$ cat src/rtl/dmc_pkg.sv
// Package: shared phase encoding for the DRAM address multiplexing controller.
// Assumes: one phase register drives all strobe decoding.
package dmc_pkg;
    typedef enum logic [2:0] {
        PH_IDLE   = 3'd0,
        PH_ROW    = 3'd1,
        PH_COLSET = 3'd2,
        PH_CAS    = 3'd3,
        PH_DONE   = 3'd4
    } dmc_phase_t;
endpackage

$ cat src/rtl/dmc_req_latch.sv
// Module: dmc_req_latch
// Holds the processor address and direction flag captured at acceptance.
// Assumes: load is a single-cycle pulse raised only when the sequencer is idle.
module dmc_req_latch #(
    parameter int ADDR_W = 16
) (
    input  logic              clk,
    input  logic              rst_n,
    input  logic              load,
    input  logic [ADDR_W-1:0] addr_in,
    input  logic              rw_in,
    output logic [ADDR_W-1:0] addr_q,
    output logic              rw_q
);
    // Capture address and direction on acceptance, hold them otherwise.
    always_ff @(posedge clk) begin
        if (!rst_n) begin
            addr_q <= '0;
            rw_q   <= 1'b1;
        end else if (load) begin
            addr_q <= addr_in;
            rw_q   <= rw_in;
        end
    end
endmodule

$ cat src/rtl/dmc_seq.sv
// Module: dmc_seq
// Phase sequencer: idle -> row -> column setup -> column strobe (WAIT_CYC
// cycles) -> done -> idle. It accepts a request only in idle.
// Assumes: WAIT_CYC >= 1.
module dmc_seq
    import dmc_pkg::*;
#(
    parameter int WAIT_CYC = 2
) (
    input  logic       clk,
    input  logic       rst_n,
    input  logic       req,
    output logic       accept,
    output dmc_phase_t phase
);
    localparam int CNT_W = $clog2(WAIT_CYC + 1);
    localparam logic [CNT_W-1:0] CNT_LOAD = CNT_W'(WAIT_CYC - 1);

    dmc_phase_t       phase_d;
    logic [CNT_W-1:0] wait_cnt;

    // Request is taken only while idle.
    assign accept = (phase == PH_IDLE) && req;

    // Next-phase selection.
    always_comb begin
        phase_d = phase;
        unique case (phase)
            PH_IDLE:   if (req) phase_d = PH_ROW;
            PH_ROW:    phase_d = PH_COLSET;
            PH_COLSET: phase_d = PH_CAS;
            PH_CAS:    if (wait_cnt == '0) phase_d = PH_DONE;
            PH_DONE:   phase_d = PH_IDLE;
            default:   phase_d = PH_IDLE;
        endcase
    end

    // Phase register.
    always_ff @(posedge clk) begin
        if (!rst_n) phase <= PH_IDLE;
        else        phase <= phase_d;
    end

    // Wait counter: loaded when the column strobe starts, counts down during it.
    always_ff @(posedge clk) begin
        if (!rst_n)                    wait_cnt <= '0;
        else if (phase == PH_COLSET)   wait_cnt <= CNT_LOAD;
        else if (wait_cnt != '0)       wait_cnt <= wait_cnt - 1'b1;
    end
endmodule

$ cat src/rtl/dmc_addr_mux.sv
// Module: dmc_addr_mux
// Puts the row or column half of the captured address on the shared pins.
// Assumes: the upper ROW_W bits are the row, the lower COL_W bits the column.
module dmc_addr_mux
    import dmc_pkg::*;
#(
    parameter int ROW_W = 8,
    parameter int COL_W = 8,
    parameter int MA_W  = 8
) (
    input  dmc_phase_t              phase,
    input  logic [ROW_W+COL_W-1:0]  addr_q,
    output logic [MA_W-1:0]         mem_addr
);
    logic [ROW_W-1:0] row_part;
    logic [COL_W-1:0] col_part;

    assign row_part = addr_q[ROW_W+COL_W-1:COL_W];
    assign col_part = addr_q[COL_W-1:0];

    // Select the half for the current phase; zero while idle.
    always_comb begin
        mem_addr = '0;
        unique case (phase)
            PH_ROW:                     mem_addr = MA_W'(row_part);
            PH_COLSET, PH_CAS, PH_DONE: mem_addr = MA_W'(col_part);
            default:                    mem_addr = '0;
        endcase
    end
endmodule

$ cat src/rtl/dram_addr_mux_ctrl.sv
// Module: dram_addr_mux_ctrl
// Top level: captures a processor request, multiplexes row and column onto
// shared pins, sequences active-low strobes and chip select, and pulses mfc.
// Assumes: the data bus bypasses this block; no refresh is generated here.
module dram_addr_mux_ctrl
    import dmc_pkg::*;
#(
    parameter int ROW_W    = 8,
    parameter int COL_W    = 8,
    parameter int WAIT_CYC = 2,
    localparam int ADDR_W  = ROW_W + COL_W,
    localparam int MA_W    = (ROW_W > COL_W) ? ROW_W : COL_W
) (
    input  logic              clk,
    input  logic              rst_n,
    input  logic              req,
    input  logic [ADDR_W-1:0] addr,
    input  logic              rw,
    output logic [MA_W-1:0]   mem_addr,
    output logic              ras_n,
    output logic              cas_n,
    output logic              cs_n,
    output logic              mem_rw,
    output logic              mfc
);
    logic              accept;
    dmc_phase_t        phase;
    logic [ADDR_W-1:0] addr_q;
    logic              rw_q;

    dmc_seq #(.WAIT_CYC(WAIT_CYC)) u_seq (
        .clk    (clk),
        .rst_n  (rst_n),
        .req    (req),
        .accept (accept),
        .phase  (phase)
    );

    dmc_req_latch #(.ADDR_W(ADDR_W)) u_latch (
        .clk     (clk),
        .rst_n   (rst_n),
        .load    (accept),
        .addr_in (addr),
        .rw_in   (rw),
        .addr_q  (addr_q),
        .rw_q    (rw_q)
    );

    dmc_addr_mux #(.ROW_W(ROW_W), .COL_W(COL_W), .MA_W(MA_W)) u_mux (
        .phase    (phase),
        .addr_q   (addr_q),
        .mem_addr (mem_addr)
    );

    // Strobe, select, direction and completion decode from the phase.
    always_comb begin
        cs_n   = (phase == PH_IDLE);
        ras_n  = (phase == PH_IDLE);
        cas_n  = !((phase == PH_CAS) || (phase == PH_DONE));
        mfc    = (phase == PH_DONE);
        mem_rw = (phase == PH_IDLE) ? 1'b1 : rw_q;
    end
endmodule

$ cat config.mk
export PLATFORM = sky130hd
export DESIGN_NAME = dram_addr_mux_ctrl
export DESIGN_NICKNAME = d
export VERILOG_FILES = /design/src/rtl/dmc_pkg.sv /design/src/rtl/dmc_req_latch.sv /design/src/rtl/dmc_seq.sv /design/src/rtl/dmc_addr_mux.sv /design/src/rtl/dram_addr_mux_ctrl.sv
export SDC_FILE = /design/constraint.sdc
export NUM_CORES = 1
export LEC_CHECK = 0
export BUFFER_PORTS_ARGS = -buffer_cell sky130_fd_sc_hd__clkbuf_2
export CAP_MARGIN = 5
export CORE_MARGIN = 1.5
export CORE_UTILIZATION = 51
export CTS_BUF_LIST = sky130_fd_sc_hd__clkbuf_4 sky130_fd_sc_hd__clkbuf_8 sky130_fd_sc_hd__clkbuf_16
export CTS_CLUSTER_DIAMETER = 60
export DETAILED_ROUTE_END_ITERATION = 12
export HOLD_SLACK_MARGIN = 0.03
export PLACE_DENSITY_LB_ADDON = 0.12
export SETUP_SLACK_MARGIN = 0.02
export SYNTH_ARGS = -nofsm -noshare
export SYNTH_HDL_FRONTEND = slang
export SYNTH_SLANG_ARGS = --single-unit
$ cat constraint.sdc
create_clock -name clk -period 1.3 [get_ports clk]
set_input_delay 0.065 -clock clk [delete_from_list [all_inputs] [get_ports clk]]
set_output_delay 0.065 -clock clk [all_outputs]
set_load 0.005 [all_outputs]
==> impl_metrics.csv <==
group,metric,value,unit
placed_design,place.gp.congestion,0.823,
timing,setup_viol_count_final,27,
job,maxCapViolCount,0,
clock_tree,path_clk_slew,120,ps
setup_path,cp_max_fo,5,
clock_tree,clockBufferDepth,2,
setup_path,critPathMaxStageDelay,350,ps
run_status,outcome,"finished with violations",
timing,fmax,665,MHz
power_and_ir_drop,ir_drop,0.849,mV
detailed_routing,top_layer_used,"met4",
setup_path,critical_path.cell_chain,"buf_6 > buf_6 > and3b_1 > a221o_1 > clkbuf_2",
detailed_routing,drt-met1-wl,1380,µm
global_route,antenna_found_initial,0,
logic_synthesis,synth_ff_type,"dfxtp_1",
timing,max_slew_margin,74.4,%
logic_synthesis,yosysWarnings,0,
floorplanning,num_io_pins,33,
placed_design,port_buffers,32,
power_and_ir_drop,p_leak,0.842,nW
floorplanning,start_util,54.7,%
layout,insertedDiodeCount,0,
detailed_routing,route.detailed.drc,0,
global_route,grt-ovfl-total,0,
floorplanning,die_area,2700,µm²
layout,fin_area,1790,µm²
logic_synthesis,syn_nets,155,
logic_synthesis,synth.cell_area,1220,µm²
setup_path,cp-start-kind,"register",
floorplanning,die_h,52.0,µm
detailed_routing,ant_nets,0,
timing,worst_slack,-204,ps
global_route,grt_pass1_vias,1041,
run_status,violations,"setup timing",
power_and_ir_drop,p_sw_share,30.4,%
logic_synthesis,ys_seq_elements,22,
setup_path,critPathKind,"reg2out",
power_and_ir_drop,power_density,1140,nW/µm²
detailed_routing,met3_length,117,µm
clock_tree,cts_tree,"yes",
power_and_ir_drop,p_comb_share,40.7,%
setup_path,crit_required,1240,ps
detailed_routing,wl_per_cell,13.3,µm
logic_synthesis,synth-edff-count,0,
timing,timing.final.crit_share,116,%
setup_path,crit_arrival,1440,ps
clock_tree,clockRootBuffer,"clkbuf_4",
placed_design,pre_cts_ws,36.2,ps
detailed_routing,firstDrtPassIters,4,
timing,timing.setup.tns,-1930,ps
power_and_ir_drop,pwr-share-seq,41.4,%
floorplanning,dieWidth,52.0,µm
layout,area_growth,46.8,%
logic_synthesis,async_flop_share,0,%
power_and_ir_drop,p_sw,623,µW
layout,final_cell_mix,"32 x nand2_1, 28 x clkbuf_2, 19 x dfxtp_1, 17 x mux2i_1, 17 x dlygate4sd3_1",
timing,worstMarginPinSlew,383,ps
clock_tree,worstSkewPairLatency,300,ps
detailed_routing,drtIter0Drc,9,
clock_tree,htreeDepth,1,
global_route,grt_usage,23.6,%
power_and_ir_drop,p_clk_share,17.9,%
setup_path,path_buf_inv,3,
timing,min_period,1500,ps
setup_path,cp_top_family,"buffers and inverters",
detailed_routing,routed_wl,2920,µm
detailed_routing,vias_per_cell,5.12,
logic_synthesis,synth.distinct_cells,29,
layout,layout_commonest_cell,"nand2_1",
layout,fin_cells,219,
detailed_routing,routed-via-count,1121,
layout,fin_nets,213,
floorplanning,row_count,17,
hold_path,min_path_type,"in2reg",
placed_design,dpl.hpwl,1820,µm
clock_tree,cts_sinks,22,
clock_tree,numCtsBuffers,3,
setup_path,crit_path_end_kind,"primary output",
timing,hold_ws,51.6,ps
power_and_ir_drop,intPower,1.42,mW
placed_design,place_area,1420,µm²
timing,final-hold-violation-count,0,
power_and_ir_drop,total_power,2.05,mW
timing,drv_slew,0,
logic_synthesis,syn_inst,134,
placed_design,dp.cells,190,
timing,rsz0062_at_grt,"true",
setup_path,r2r_setup_slack,-40,ps
layout,drive_gt1_share,33.0,%
setup_path,cpMaxStageDelayCell,"dfxtp_2",
floorplanning,core-area,2230,µm²
layout,final_core_util,80.3,%
detailed_routing,wl_met2,1380,µm
timing,finClkSkew,3.20,ps
global_route,grt_first_pass_wirelength,4690,µm
setup_path,crit_top_cell,"buf_6",
logic_synthesis,avgSynthCellArea,9.12,µm²
global_route,grt_max_degree,30,
logic_synthesis,yosysSeqAreaShare,36.0,%
## layer usage
layer  track usage, %  vias up
met3             3.74        4
met1             31.2      515
met4             7.89        0
met2             38.8       29
li1                 -      573
met5                0        -
## path summary, 6_finish.rpt
check	cells after the start	from	to
worst max-delay path	5	u_seq.phase[1]	mem_addr[3]
worst min-delay path	3	req	u_seq.phase[0]
worst max register to register	5	u_seq.phase[2]	u_latch.addr_q[7]
worst min register to register	2	u_latch.addr_q[12]	u_latch.addr_q[12]
## Yosys cell counts, types with 2 or more instances
| library cell | n | area (µm²) |
|---|---|---|
| nor2b_1 | 12 | 75.1 |
| nand2b_1 | 2 | 12.5 |
| dfxtp_1 | 22 | 440 |
| nand2_1 | 32 | 120 |
| nor2_1 | 2 | 7.51 |
| buf_4 | 2 | 15.0 |
| and3b_1 | 8 | 70.1 |
| nor3b_1 | 2 | 15.0 |
| nor3_1 | 2 | 10.0 |
| a221o_1 | 8 | 80.1 |
| mux2i_1 | 17 | 170 |
| buf_2 | 3 | 15.0 |
| clkbuf_1 | 3 | 11.3 |
| buf_6 | 2 | 22.5 |
| inv_1 | 3 | 11.3 |
## state kept, by name, summed over array words and instances, names as in the netlist
signal and cells:
u_seq.phase 3, u_latch.addr_q 16, u_latch.rw_q 1, u_seq.wait_cnt 2
## repair_timing
| item | 4_1_cts | 5_1_grt |
|---|---|---|
| hold endpoints to repair | 17 | 0 |
| gates cloned | 2 | 0 |
| pin swaps | 12 | 3 |
| hold buffers | 17 | 0 |
| setup endpoints to repair | 14 | 31 |
| setup buffers | 6 | 0 |
| gates resized for setup | 18 | 6 |
## power groups by stage
stage	registers, mW	clock network [mW]	logic [mW]
2_1_floorplan	0.826	0	0.485
3_3_place_gp	0.851	0	0.576
3_5_place_dp	0.857	0	0.607
4_1_cts	0.843	0.381	0.799
5_1_grt	0.859	0.415	0.901
6_report	0.846	0.367	0.832
## cell families (layout without fill, tap and decap cells)
kind of cell,count (synthesis),count (layout),share of synthesized area [%]
AO/OA/AOI/OAI,12,12,9.01
XOR/XNOR,1,1,0.717
adder cells (fa/ha/maj),1,1,1.02
buffers and inverters,16,73,8.49
flip-flops,22,22,36.0
multiplexers,17,17,13.9
AND/OR/NAND/NOR,65,65,30.8
## worst register-to-register path: cells and delay by family, from the launching register on
kind	cells	cell delay [ps]
flops	1	380
simple gates	1	270
mux	1	190
buf+inv	3	430
## cell type report
cell class | count | area [µm²]
Clock buffer | 4 | 36.3
Fill cell | 148 | 439
Inverter | 3 | 11.3
Multi-Input combinational cell | 96 | 697
Sequential cell | 22 | 449
Tap cell | 28 | 35.0
Timing Repair Buffer | 66 | 566
No activity file was read; power rests on OpenSTA's default activity.
